[src/rtl/i2c_seq_pkg.sv]
package i2c_seq_pkg;
  typedef enum logic [2:0] {
    ST_IDLE,
    ST_START,
    ST_ADDR,
    ST_DATA,
    ST_STOP
  } seq_state_t;

  localparam logic [4:0] TEN_BIT_MARK = 5'b11110;
endpackage

[src/rtl/i2c_quarter_timer.sv]
module i2c_quarter_timer #(
  parameter int QUARTER = 4
) (
  input  logic clk,
  input  logic rst_n,
  input  logic run,
  output logic tick
);
  localparam int TW = (QUARTER > 1) ? $clog2(QUARTER) : 1;

  logic [TW-1:0] cnt_q, cnt_d;

  always_comb begin
    cnt_d = cnt_q;
    if (!run) cnt_d = '0;
    else if (cnt_q == TW'(QUARTER - 1)) cnt_d = '0;
    else cnt_d = cnt_q + 1'b1;
  end

  always_ff @(posedge clk or negedge rst_n) begin
    if (!rst_n) cnt_q <= '0;
    else cnt_q <= cnt_d;
  end

  assign tick = run && (cnt_q == TW'(QUARTER - 1));
endmodule

[src/rtl/i2c_line_watch.sv]
module i2c_line_watch (
  input  logic clk,
  input  logic rst_n,
  input  logic scl_in,
  input  logic sda_in,
  output logic busy
);
  logic scl_p, sda_p, busy_q, busy_d;
  logic saw_start, saw_stop;

  assign saw_start = scl_p && scl_in && sda_p && !sda_in;
  assign saw_stop  = scl_p && scl_in && !sda_p && sda_in;

  always_comb begin
    busy_d = busy_q;
    if (saw_start) busy_d = 1'b1;
    else if (saw_stop) busy_d = 1'b0;
  end

  always_ff @(posedge clk or negedge rst_n) begin
    if (!rst_n) begin
      scl_p  <= 1'b1;
      sda_p  <= 1'b1;
      busy_q <= 1'b0;
    end else begin
      scl_p  <= scl_in;
      sda_p  <= sda_in;
      busy_q <= busy_d;
    end
  end

  assign busy = busy_q;

  // busy only rises right after a START pattern on the lines
  a_r6_busy_set: assert property (@(posedge clk) disable iff (!rst_n)
    $rose(busy_q) |-> $past(scl_in && sda_p && !sda_in));
  // busy only falls right after a STOP pattern on the lines
  a_r6_busy_clr: assert property (@(posedge clk) disable iff (!rst_n)
    $fell(busy_q) |-> $past(scl_in && !sda_p && sda_in));
endmodule

[src/rtl/i2c_xfer_master.sv]
module i2c_xfer_master
  import i2c_seq_pkg::*;
#(
  parameter int QUARTER = 4,
  parameter int CNT_W   = 16
) (
  input  logic             clk,
  input  logic             rst_n,
  input  logic [9:0]       cfg_addr,
  input  logic             cfg_ten_bit,
  input  logic             cfg_read,
  input  logic [CNT_W-1:0] cfg_count,
  input  logic             cmd_start,
  input  logic             cmd_stop,
  input  logic [7:0]       tx_data,
  input  logic             tx_valid,
  output logic             tx_ready,
  output logic [7:0]       rx_data,
  output logic             rx_valid,
  input  logic             rx_ready,
  input  logic             scl_in,
  input  logic             sda_in,
  output logic             scl_oe,
  output logic             sda_oe,
  output logic             bus_busy,
  output logic             xfer_active,
  output logic             nack_flag,
  output logic             underflow_flag,
  output logic [CNT_W-1:0] count_left
);
  localparam logic [3:0] ACK_SLOT = 4'd8;

  logic [1:0] rst_sync;
  logic       rst_q;

  always_ff @(posedge clk or negedge rst_n) begin
    if (!rst_n) rst_sync <= 2'b00;
    else rst_sync <= {rst_sync[0], 1'b1};
  end
  assign rst_q = rst_sync[1];

  seq_state_t       state_q, state_d;
  logic [1:0]       ph_q, ph_d;
  logic [3:0]       bit_q, bit_d;
  logic [7:0]       sh_q, sh_d, alo_q, alo_d;
  logic [CNT_W-1:0] cnt_q, cnt_d;
  logic rd_q, rd_d, stp_q, stp_d, ten_q, ten_d, own_q, own_d;
  logic need_q, need_d, rxv_q, rxv_d, nack_q, nack_d, udf_q, udf_d;
  logic ackin_q, ackin_d;
  logic tick, hold, step, scl_c, sda_c, rx_mode, busy_w, go;
  logic [7:0] first_byte;

  i2c_quarter_timer #(.QUARTER(QUARTER)) u_timer (
    .clk(clk), .rst_n(rst_q), .run(state_q != ST_IDLE), .tick(tick));

  i2c_line_watch u_watch (
    .clk(clk), .rst_n(rst_q), .scl_in(scl_in), .sda_in(sda_in), .busy(busy_w));

  assign rx_mode    = (state_q == ST_DATA) && rd_q;
  assign first_byte = cfg_ten_bit ? {TEN_BIT_MARK, cfg_addr[9:8], cfg_read}
                                  : {cfg_addr[6:0], cfg_read};
  assign go = (state_q == ST_IDLE) && cmd_start && (!busy_w || own_q);

  // line drive per state and quarter phase
  always_comb begin
    scl_c = 1'b0;
    sda_c = 1'b0;
    case (state_q)
      ST_IDLE:  scl_c = own_q;
      ST_START: begin
        scl_c = (ph_q == 2'd0) ? own_q : (ph_q == 2'd3);
        sda_c = ph_q[1];
      end
      ST_ADDR, ST_DATA: begin
        scl_c = (ph_q == 2'd0) || (ph_q == 2'd3);
        if (bit_q == ACK_SLOT) sda_c = rx_mode && (cnt_q != CNT_W'(1));
        else sda_c = !rx_mode && !sh_q[7];
      end
      ST_STOP: begin
        scl_c = (ph_q == 2'd0);
        sda_c = !ph_q[1];
      end
      default: ;
    endcase
  end

  assign hold = (!scl_c && !scl_in) || need_q ||
                (rx_mode && bit_q == ACK_SLOT && ph_q == 2'd0 && rxv_q);
  assign step = tick && !hold;

  always_comb begin
    state_d = state_q; ph_d = ph_q; bit_d = bit_q; sh_d = sh_q; alo_d = alo_q;
    cnt_d = cnt_q; rd_d = rd_q; stp_d = stp_q; ten_d = ten_q; own_d = own_q;
    need_d = need_q; rxv_d = rxv_q; nack_d = nack_q; udf_d = udf_q;
    ackin_d = ackin_q;
    if (need_q) begin
      if (tx_valid) begin
        sh_d = tx_data;
        need_d = 1'b0;
      end else begin
        udf_d = 1'b1;
      end
    end
    if (rxv_q && rx_ready) rxv_d = 1'b0;
    if (go) begin
      state_d = ST_START; ph_d = 2'd0; bit_d = '0;
      cnt_d = cfg_count; rd_d = cfg_read; stp_d = cmd_stop;
      ten_d = cfg_ten_bit; alo_d = cfg_addr[7:0]; sh_d = first_byte;
      nack_d = 1'b0; udf_d = 1'b0;
    end else if (step) begin
      ph_d = ph_q + 2'd1;
      if (ph_q == 2'd2 && (state_q == ST_ADDR || state_q == ST_DATA)) begin
        if (bit_q == ACK_SLOT) ackin_d = sda_in;
        else if (rx_mode) begin
          sh_d = {sh_q[6:0], sda_in};
          if (bit_q == 4'd7) rxv_d = 1'b1;
        end
      end
      if (ph_q == 2'd3) begin
        case (state_q)
          ST_START: begin
            state_d = ST_ADDR; bit_d = '0; own_d = 1'b1;
          end
          ST_STOP: begin
            state_d = ST_IDLE; own_d = 1'b0;
          end
          ST_ADDR, ST_DATA: begin
            if (bit_q != ACK_SLOT) begin
              bit_d = bit_q + 4'd1;
              if (!rx_mode) sh_d = {sh_q[6:0], 1'b0};
            end else begin
              bit_d = '0;
              if (state_q == ST_ADDR) begin
                if (ackin_q) begin
                  nack_d = 1'b1; state_d = ST_STOP;
                end else if (ten_q) begin
                  ten_d = 1'b0; sh_d = alo_q;
                end else if (cnt_q == '0) begin
                  state_d = stp_q ? ST_STOP : ST_IDLE;
                end else begin
                  state_d = ST_DATA; need_d = !rd_q;
                end
              end else begin
                cnt_d = cnt_q - 1'b1;
                if (!rd_q && ackin_q) begin
                  nack_d = 1'b1; state_d = ST_STOP;
                end else if (cnt_q == CNT_W'(1)) begin
                  state_d = stp_q ? ST_STOP : ST_IDLE;
                end else begin
                  need_d = !rd_q;
                end
              end
            end
          end
          default: ;
        endcase
      end
    end
  end

  always_ff @(posedge clk or negedge rst_q) begin
    if (!rst_q) begin
      state_q <= ST_IDLE; ph_q <= '0; bit_q <= '0; sh_q <= '0; alo_q <= '0;
      cnt_q <= '0; rd_q <= 1'b0; stp_q <= 1'b0; ten_q <= 1'b0; own_q <= 1'b0;
      need_q <= 1'b0; rxv_q <= 1'b0; nack_q <= 1'b0; udf_q <= 1'b0;
      ackin_q <= 1'b1;
    end else begin
      state_q <= state_d; ph_q <= ph_d; bit_q <= bit_d; sh_q <= sh_d;
      alo_q <= alo_d; cnt_q <= cnt_d; rd_q <= rd_d; stp_q <= stp_d;
      ten_q <= ten_d; own_q <= own_d; need_q <= need_d; rxv_q <= rxv_d;
      nack_q <= nack_d; udf_q <= udf_d; ackin_q <= ackin_d;
    end
  end

  assign scl_oe         = scl_c;
  assign sda_oe         = sda_c;
  assign tx_ready       = need_q;
  assign rx_data        = sh_q;
  assign rx_valid       = rxv_q;
  assign bus_busy       = busy_w;
  assign xfer_active    = (state_q != ST_IDLE);
  assign nack_flag      = nack_q;
  assign underflow_flag = udf_q;
  assign count_left     = cnt_q;

  // a start refused because another master holds the bus leaves the block idle
  a_r1_refuse_busy: assert property (@(posedge clk) disable iff (!rst_q)
    (state_q == ST_IDLE && cmd_start && bus_busy && !own_q) |=> !xfer_active);
  // the remaining count never grows during a transfer
  a_r4_count_down: assert property (@(posedge clk) disable iff (!rst_q)
    (xfer_active && $past(xfer_active) && $past(state_q) != ST_IDLE)
      |-> count_left <= $past(count_left));
  // an untaken received byte keeps SCL pulled low
  a_r7_rx_stall: assert property (@(posedge clk) disable iff (!rst_q)
    (rx_valid && !rx_ready) |-> scl_oe);
  // waiting for transmit data keeps SCL pulled low
  a_r9_tx_stall: assert property (@(posedge clk) disable iff (!rst_q)
    (tx_ready && !tx_valid) |-> scl_oe);
  // underflow only rises while bytes remain
  a_r9_udf_count: assert property (@(posedge clk) disable iff (!rst_q)
    $rose(underflow_flag) |-> count_left != '0);
endmodule

[config.mk]
export PLATFORM = sky130hd
export DESIGN_NAME = i2c_xfer_master
export DESIGN_NICKNAME = d
export VERILOG_FILES = /design/src/rtl/i2c_seq_pkg.sv /design/src/rtl/i2c_quarter_timer.sv /design/src/rtl/i2c_line_watch.sv /design/src/rtl/i2c_xfer_master.sv
export SDC_FILE = /design/constraint.sdc
export NUM_CORES = 1
export LEC_CHECK = 0
export BUFFER_PORTS_ARGS = -buffer_cell sky130_fd_sc_hd__buf_2
export CAP_MARGIN = 15
export CORE_UTILIZATION = 59
export CTS_CLUSTER_SIZE = 8
export DETAILED_ROUTE_END_ITERATION = 16
export HOLD_SLACK_MARGIN = 0.1
export PLACE_DENSITY = 0.92
export SKIP_LAST_GASP = 1
export SLEW_MARGIN = 0
export SYNTH_ARGS = -nofsm -noshare
export SYNTH_HDL_FRONTEND = slang
export SYNTH_SLANG_ARGS = --single-unit
[constraint.sdc]
create_clock -name clk -period 3.7 [get_ports clk]
set_input_delay 0.37 -clock clk [delete_from_list [all_inputs] [get_ports clk]]
set_output_delay 0.37 -clock clk [all_outputs]
set_load 0.02 [all_outputs]
==> metrics, run 1 <==
outcome finished, final reports clean; max-capacitance violation count 0; library cell occupying the most area in the post-synthesis netlist dfrtp_1; CTS tree done; fraction of layout instances using a drive strength above 1 0.2361; Synthesis Warnings 0; largest net degree at the start of global routing 35; RSZ-0062 raised after global routing no; Final Net Count 514; transition time of the tightest slew-check pin 0.7361 ns; number of buffers inserted by port buffering 75; buffer type at the clock tree root clkbuf_8; start-to-end type of the worst setup path flop to flop; routed via count 3360; Clock Tree Buf Depth 2; share of Yosys cell area claimed by the top area cell type 0.3943; register area share after synthesis 0.4173; die width 78.22 um; post-synthesis register bit count 57; Crit. Startpoint state_q[1]; CTS Buf Count 9; minimum period implied by the final worst setup slack 2.830 ns; initial antenna violation count 0; delay-heaviest family, CP simple AND/OR/NAND/NOR gates; number of top-level pins 76; gate count of the mapped netlist 391; Setup Fix Bufs, Post-CTS 0; required time of the critical path 3.93 ns; relative slew slack 0.5093; Final Instance Count excl. Fillers 538; Syn Std Cell Area 0.003427 sq mm; kind of end point of the critical path flop; most repeated cell in the gate-level netlist after synthesis nand2_1; Total Neg Setup Slack 0 ns; clock sink count 57; skew final 0.008173 ns; total setup violations reported at the end of the flow 0; wire length of the first global-routing pass 15350 um; Hold WC Path Type input pin to flop; Max Fanout on Critical Path 17; crit path buf inv count 0; Wirelength per Cell 17.39 um; max incr delay on CP 0.66 ns; most instantiated flip-flop cell in the synthesis netlist dfrtp_1; number of rows created at floorplan 27; areal power density over the cells 727.1 mW/mm^2; Cells after DPL 521; Async S/R FF share, synth 1.000; Synthesized Nets 444; clock transition time at the flip-flop clock pins of the worst setup and hold paths 0.07 ns; later-pin clock latency in the skew report 0.35 ns; achievable frequency 353.4 MHz; Antenna Violating Nets Remaining 0; depth of the CTS H-tree 3; most frequent cells after synthesis nand2_1, dfrtp_1, o21ai_0; ranking of synthesized cells by area dfrtp_1, nand2_1, o21ai_0; mean area per synthesized cell 8.765 sq um; aggregate routed wire length 9355 um; cell breakdown of the critical path nor2b_1 -> nand4_1 -> o21ai_0 -> o22ai_1 -> a211o_1; FF+latch area 0.001431 sq mm; effective utilization at floorplan 0.6186; DRC violations left 0; leakage power 1.838 nW; beginning of the worst register-to-register path state_q[1]; count of unique library cells instantiated by Yosys 58; Startpoint Class flop; count of routing violations after the opening detailed-route iteration 537; Final period util 0.7648; placer's final routability congestion estimate 0.8989; GRT Overall Usage 0.3257; number of pins with negative max-slew slack in the final report 0; diode insertion count for antenna repair 0; final core utilization 0.7252; core area 0.005540 sq mm; layout overhead on the synthesized area 17.23%; multi-input combinational cell area 0.001854 sq mm; first drt pass iteration count 5; via-per-instance ratio 6.245; remaining global-route overflow 0; cts hold-fix bufs 1; DIE AREA 0.006118 sq mm; number of synthesized flops with an enable pin 0; Chip Height 78.22 um; Final Hold Violating Endpoints 0; cts repair resizes 0; via count of the first global-routing pass 3202; Worst Path Arrival 3.06 ns; CP max stage cell nand4_1; half-perimeter wire length of the detailed placement result 6525 um; final-layout fill cell count 437; IR Drop Worst-Case VDD 431.9 uV; critical hold path startpoint scl_in
-- cells in the final DEF (no fill, tap or decap), drive strengths merged, types with 2 or more instances in the layout --
cell type / count
buf: 81
nand2: 62
dfrtp: 54
o21ai: 34
nor2: 29
nor3: 19
xnor2: 15
inv: 13
nand3: 12
a21oi: 12
mux2i: 11
clkbuf: 10
ha: 9
a32oi: 8
nand2b: 6
nor2b: 5
o31ai: 5
o221ai: 5
a31oi: 5
nand4: 5
nor4b: 5
o22a: 4
clkinv: 4
nand3b: 4
and2: 3
a211oi: 3
nor4: 3
mux2: 3
o41ai: 3
o2111ai: 3
dfstp: 3
o22ai: 2
a211o: 2
nand4b: 2
o21a: 2
clkinvlp: 2
or4: 2
-- metal layers --
layer  global-route usage  share of wire
met3              0.05000          0.072
met2               0.5219           0.49
met5                    0              0
met4               0.1296          0.022
met1               0.4442           0.42
-- path summary, 6_finish.rpt --
| kind | to | slack (ns) | cells past startpoint |
|---|---|---|---|
| worst min register to register | count_left[9] | 0.33 | 0 |
| worst max-delay path | rx_data[2] | 0.87 | 5 |
| max in group asynchronous | u_watch.sda_p | 2.53 | 1 |
| worst min-delay path | u_watch.scl_p | 0.16 | 1 |
| worst max register to register | rx_data[2] | 0.87 | 5 |
| min in group asynchronous | rst_sync[1] | 0.33 | 2 |
-- cell type report --
type / instances / share of cell area
multi-input combinational: 298 / 0.4615
clock buffer: 10 / 0.03177
timing repair buffer: 82 / 0.1071
inverter: 13 / 0.01215
sequential: 57 / 0.3563
tap: 72 / 0.02242
clock inverter: 6 / 0.008720
-- flip-flops by register name, summed over array words and instances (netlist names), 2 cells and up --
register,cells
u_timer.cnt_q,2
alo_q,8
rst_sync,2
state_q,3
rx_data,8
ph_q,2
bit_q,4
count_left,16
-- where the power goes --
part	total [mW]	internal (mW)	switching, mW
Sequential	1.13	0.850	0.280
Combinational	1.29	0.502	0.789
Clock	0.500	0.237	0.262
Total	2.92	1.59	1.33
-- stage by stage --
step | worst slack [ns] | cell area (sq um) | power (mW) | hold slack, ns
2_1_floorplan | 1.154 | 3427 | 1.963 | 0.07441
3_3_place_gp | 1.127 | 3845 | 2.324 | 0.1551
3_5_place_dp | 0.9669 | 3845 | 2.385 | 0.1600
4_1_cts | 0.9532 | 4018 | 2.896 | 0.1551
5_1_grt | 0.6739 | 4018 | 3.094 | 0.1586
6_report | 0.8702 | 4018 | 2.921 | 0.1568
-- logic make-up (layout without fill, tap and decap cells) --
group           count (synthesis)  after routing  synth area share
other cells                     1              1          0.001094
xor+xnor                       15             15           0.03834
buf+inv                        36            111           0.04162
compound gates                 94             94            0.1811
fa+ha+maj                       9              9           0.03286
flops                          57             57            0.4173
mux                            14             14           0.04199
simple gates                  165            165            0.2457
(Power assumes the default switching activity.)
==> inputs of run 2 (changes only) <==
Settings changed: CORE_UTILIZATION 59 to 55, PLACE_DENSITY 0.92 to 0.87.
Clock period 3.7 ns to 2.7 ns, I/O delays scaled along.
==> metrics, run 2 (same netlist as run 1, synthesis figures left out) <==
half-perimeter wire length of the detailed placement result 6621 um (+1.5%); Clock Tree Buf Depth 2 (unchanged); routed via count 3413 (+1.6%); placer's final routability congestion estimate 0.8866 (-1.4%); minimum period implied by the final worst setup slack 2.603 ns; most used cells in the layout excluding fill and tap cells buf_2, nand2_1, dfrtp_1, o21ai_0, nor2_1; skew final 0.007468 ns (-0.0007054 ns); initial antenna violation count 0 (unchanged); fraction of layout instances using a drive strength above 1 0.2552 (+0.01918); layout overhead on the synthesized area 23.00%; required time of the critical path 2.43 ns (-1.50 ns); effective utilization at floorplan 0.5754 (-0.04314); total setup violations reported at the end of the flow 0 (unchanged); max FFs per register 16 (unchanged); relative slew slack 0.4888 (-0.02047); hold-critical path endpoint stp_q; most frequent standard cell in the layout excluding fill and tap cells buf_2; areal power density over the cells 1028 mW/mm^2 (+41%); wire length of the first global-routing pass 15090 um (-1.7%); Max Fanout on Critical Path 6 (-11); Hold WC Path Type input pin to flop; Startpoint Class flop; IR Drop Worst-Case VDD 576.0 uV (+33%); core area 0.005956 sq mm (+7.5%); DRC violations left 0 (unchanged); remaining global-route overflow 0 (unchanged); max-capacitance violation count 0 (unchanged); start-to-end type of the worst setup path flop to output port; achievable frequency 384.1 MHz; reg2reg path depth 6 (+1); worst r2r dst state_q[2]; clock sink count 57 (unchanged); via count of the first global-routing pass 3081 (-3.8%); Final Hold Violating Endpoints 0 (unchanged); GRT Overall Usage 0.3065 (-0.01918); Antenna Violating Nets Remaining 0 (unchanged); Wirelength per Cell 17.31 um (-0.48%); leakage power 1.926 nW (+4.8%); clock transition time at the flip-flop clock pins of the worst setup and hold paths 0.07 ns (about the same); CTS tree done; largest net degree at the start of global routing 28 (-20%); later-pin clock latency in the skew report 0.35 ns (about the same); Worst Path Arrival 2.33 ns (-0.73 ns); outcome finished, final reports clean; via-per-instance ratio 6.172 (-1.2%); R2R setup slack 0.12 ns (-0.75 ns); count of routing violations after the opening detailed-route iteration 335 (-38%); aggregate routed wire length 9570 um (+2.3%); DIE AREA 0.006550 sq mm (+7.1%); Hold Worst Slack 0.1188 ns (-0.03804 ns); diode insertion count for antenna repair 0 (unchanged); number of rows created at floorplan 28 (+3.7%); beginning of the worst register-to-register path count_left[4]; transition time of the tightest slew-check pin 0.7598 ns (+0.02370 ns); number of top-level pins 76 (unchanged); critical hold path startpoint cmd_stop; CTS Buf Count 9 (unchanged); Final period util 0.9642; Final Net Count 526 (+2.3%); Total Neg Setup Slack 0 ns (unchanged); Chip Height 80.94 um (+3.5%); depth of the CTS H-tree 3 (unchanged); buffer type at the clock tree root clkbuf_8; number of pins with negative max-slew slack in the final report 0 (unchanged); hold depth 3 (+2); Setup Fix Bufs, Post-CTS 0 (unchanged); Top reg by flops count_left; die width 80.94 um (+3.5%); number of buffers inserted by port buffering 75 (unchanged); kind of end point of the critical path output port; RSZ-0062 raised after global routing no; first drt pass iteration count 6 (+1)
[run 2: cell type report]
cell class,instances,area (sq um)
Sequential cell,57,1431
Clock inverter,5,102.6
Tap cell,75,93.84
Fill cell,448,1740
Inverter,13,48.80
Clock buffer,11,141.4
Timing Repair Buffer,94,525.5
Multi-Input combinational cell,298,1872
[run 2: report_power, final]
part | total [mW] | switching [mW] | internal (mW)
clock network | 0.994 | 0.357 | 0.637
logic | 1.81 | 1.10 | 0.713
registers | 1.53 | 0.364 | 1.16
[run 2: what timing repair did]
item | 4_1_cts | 5_1_grt
hold endpoints to repair | 4 | 0
hold buffers | 3 | 0
resized for setup | 0 | 3
setup endpoints to repair | 0 | 14
[run 2: worst max-delay path by stage]
stage	start	to	slack, ns	cells after the start
2_1_floorplan	ph_q[1]	state_q[2]	0.15	8
5_1_grt	count_left[4]	sda_oe	0.001	6
6_report	count_left[4]	sda_oe	0.1	6
4_1_cts	ph_q[1]	ackin_q	0.01	8
3_5_place_dp	ph_q[1]	ackin_q	0.07	8
3_3_place_gp	ph_q[1]	ackin_q	0.18	8
[run 2: stage by stage]
stage          utilization  cells  area (sq um)  setup slack [ns]  total power, mW
2_1_floorplan            -    391          3427            0.1538            2.690
3_3_place_gp        0.6588    534          3924            0.1812            3.211
3_5_place_dp        0.6588    534          3924           0.06630            3.278
4_1_cts             0.7048    553          4198           0.01202            4.298
5_1_grt             0.7078    553          4215          0.001427            4.579
6_report            0.7078    553          4215           0.09670            4.335
[run 2: layer usage]
| layer | part of all wire | GRT usage |
|---|---|---|
| met3 | 0.072 | 0.05281 |
| met2 | 0.47 | 0.4672 |
| met4 | 0.030 | 0.1464 |
| met5 | 0 | 0 |
| met1 | 0.43 | 0.4225 |
[run 2: critical path, stage by stage (launching register included)]
cell and delay (ns):
dfrtp_1 0.44, or4_4 0.61, nand4b_1 0.29, a31oi_1 0.23
mux2_2 0.18, o21ai_0 0.07, buf_2 0.16
==> inputs of run 3 (changes only) <==
Settings changed: CORE_UTILIZATION 55 to 56, CTS_BUF_LIST set to sky130_fd_sc_hd__clkbuf_8, PLACE_DENSITY 0.87 to 0.88, REMOVE_ABC_BUFFERS set to 1.
==> metrics, run 3 (same netlist as run 1, synthesis figures left out) <==
GRT Overall Usage 0.3138 (+0.007311); number of top-level pins 76 (unchanged); Top reg by flops count_left; routed via count 3439 (+0.76%); depth of the CTS H-tree 3 (unchanged); remaining global-route overflow 0 (unchanged); Final Instance Count excl. Fillers 554 (+0.18%); clock sink count 57 (unchanged); Final Net Count 527 (+0.19%); area after detailed placement 0.003924 sq mm (unchanged); relative slew slack 0.5273 (+0.03855); number of buffers inserted by port buffering 75 (unchanged); half-perimeter wire length of the detailed placement result 6914 um (+4.4%); areal power density over the cells 1005 mW/mm^2 (-2.3%); Design Area, Final 0.004169 sq mm (-1.1%); cell breakdown of the critical path or4_4 -> nand4b_1 -> a31oi_1 -> mux2_2 -> o21ai_0 -> buf_2; Wirelength per Cell 17.31 um (about the same); CP max stage cell or4_4; skew final 0.006767 ns (-0.0007010 ns); CTS tree done; Worst Path Arrival 2.34 ns (about the same); Startpoint Class flop; final-layout fill cell count 458 (+2.2%); Final Hold Violating Endpoints 0 (unchanged); max FFs per register 16 (unchanged); achievable frequency 383.8 MHz (about the same); delay-heaviest family, CP simple AND/OR/NAND/NOR gates; via-per-instance ratio 6.208 (+0.58%); kind of end point of the critical path output port; CTS Buf Count 9 (unchanged); clock transition time at the flip-flop clock pins of the worst setup and hold paths 0.06 ns (about the same); Chip Height 80.23 um (-0.87%); initial antenna violation count 0 (unchanged); failing checks design-rule violations; outcome complete, but fails checks; die width 80.23 um (-0.87%); max-capacitance violation count 0 (unchanged); transition time of the tightest slew-check pin 0.7025 ns (-0.05729 ns); final core utilization 0.7041 (-0.003631); IR Drop Worst-Case VDD 526.9 uV (-8.5%); first drt pass iteration count 11 (+5); placer's final routability congestion estimate 0.8982 (+1.3%); DRC violations left 1 (+1); crit path buf inv count 1 (unchanged); wire length of the first global-routing pass 15240 um (+1.0%); count of routing violations after the opening detailed-route iteration 277 (-17%); via count of the first global-routing pass 3267 (+6.0%); Clock Tree Buf Depth 2 (unchanged); core area 0.005921 sq mm (-0.59%); max incr delay on CP 0.61 ns (about the same); buffer type at the clock tree root clkbuf_8; number of rows created at floorplan 28 (unchanged); layout overhead on the synthesized area 21.65%; fraction of layout instances using a drive strength above 1 0.2505 (-0.004708); most frequent standard cell in the layout excluding fill and tap cells buf_2; Hold WC Path Type input pin to flop; effective utilization at floorplan 0.5788 (+0.003405); aggregate routed wire length 9591 um (+0.22%); Antenna Violating Nets Remaining 0 (unchanged); RSZ-0062 raised after global routing no; Cells after DPL 534 (unchanged); leakage power 1.934 nW (+0.42%); later-pin clock latency in the skew report 0.34 ns (about the same); diode insertion count for antenna repair 0 (unchanged); DIE AREA 0.006437 sq mm (-1.7%); most used cells in the layout excluding fill and tap cells buf_2, nand2_1, dfrtp_1, o21ai_0, nor2_1; Final period util 0.9651 (about the same); start-to-end type of the worst setup path flop to output port; total setup violations reported at the end of the flow 0 (unchanged); Max Fanout on Critical Path 6 (unchanged); number of pins with negative max-slew slack in the final report 0 (unchanged); largest net degree at the start of global routing 36 (+29%); required time of the critical path 2.43 ns (about the same); minimum period implied by the final worst setup slack 2.606 ns (+0.002440 ns)
==> run 3: changes by cell type in the layout (fill, tap and decap cells not counted), sizes merged <==
cell      change
bufinv        -2
inv           +2
buf           +1
clkbuf        +1
clkinvlp      -1
==> run 3: metrics by stage <==
stage                     total power [mW]  hold slack [ns]  TNS [ns]  setup WS, ns
after floorplan                      2.652         -0.02559  -0.04157      -0.04157
after global placement               3.224          0.05659         0        0.3728
after detailed placement             3.319          0.05999         0        0.3270
after CTS                            4.166           0.1205         0       0.07831
after global routing                 4.423           0.1351         0       0.01231
final                                4.188           0.1282         0       0.09426
==> run 3: where the power goes <==
| part | internal [mW] | switching [mW] | leakage, nW |
|---|---|---|---|
| clock | 0.494 | 0.334 | 0.115 |
| sequential | 1.16 | 0.378 | 0.692 |
| combinational | 0.717 | 1.10 | 1.13 |
==> run 3: final cells by class <==
type | count | area, sq um | share of cell area
well taps | 75 | 93.84 | 0.02251
flip-flops and latches | 57 | 1431 | 0.3433
clock buffers | 12 | 165.2 | 0.03962
clock inverters | 4 | 42.54 | 0.01020
inverters | 13 | 48.80 | 0.01170
multi-input cells | 298 | 1854 | 0.4448
repair buffers | 95 | 533.0 | 0.1279
==> run 3: what timing repair did <==
item                                    4_1_cts  5_1_grt
endpoints found under the hold margin         4        0
hold buffers                                  3        0
endpoints found under the setup margin        0        1
buffers inserted                              0        1
gates resized for setup                       0        1
==> run 3: metal layers <==
metal	part of all wire	vias to the layer above	GRT usage
met5	0	-	0
li1	-	1583	-
met2	0.48	180	0.5009
met1	0.43	1651	0.4036
met4	0.020	0	0.1536
met3	0.071	25	0.06591
==> run 3: worst reg2reg max path, cell delays in order, from the launching register on <==
cell,delay (ns)
dfrtp_1,0.44
ha_1,0.34
nand3b_2,0.24
nor2_1,0.26
nand4_2,0.41
nor4_1,0.45
xnor2_1,0.17
o21ai_0,0.11
==> run 3: final timing paths <==
check | depth (start not counted) | endpoint | from | slack [ns]
min in group asynchronous | 0 | count_left[9] | rst_sync[1] | 0.23
worst min register to register | 0 | count_left[9] | rst_sync[1] | 0.23
max in group asynchronous | 1 | ackin_q | rst_sync[1] | 1.61
worst max-delay path | 6 | sda_oe | count_left[4] | 0.09
worst min-delay path | 3 | stp_q | cmd_stop | 0.13
worst max register to register | 7 | count_left[8] | ph_q[1] | 0.16
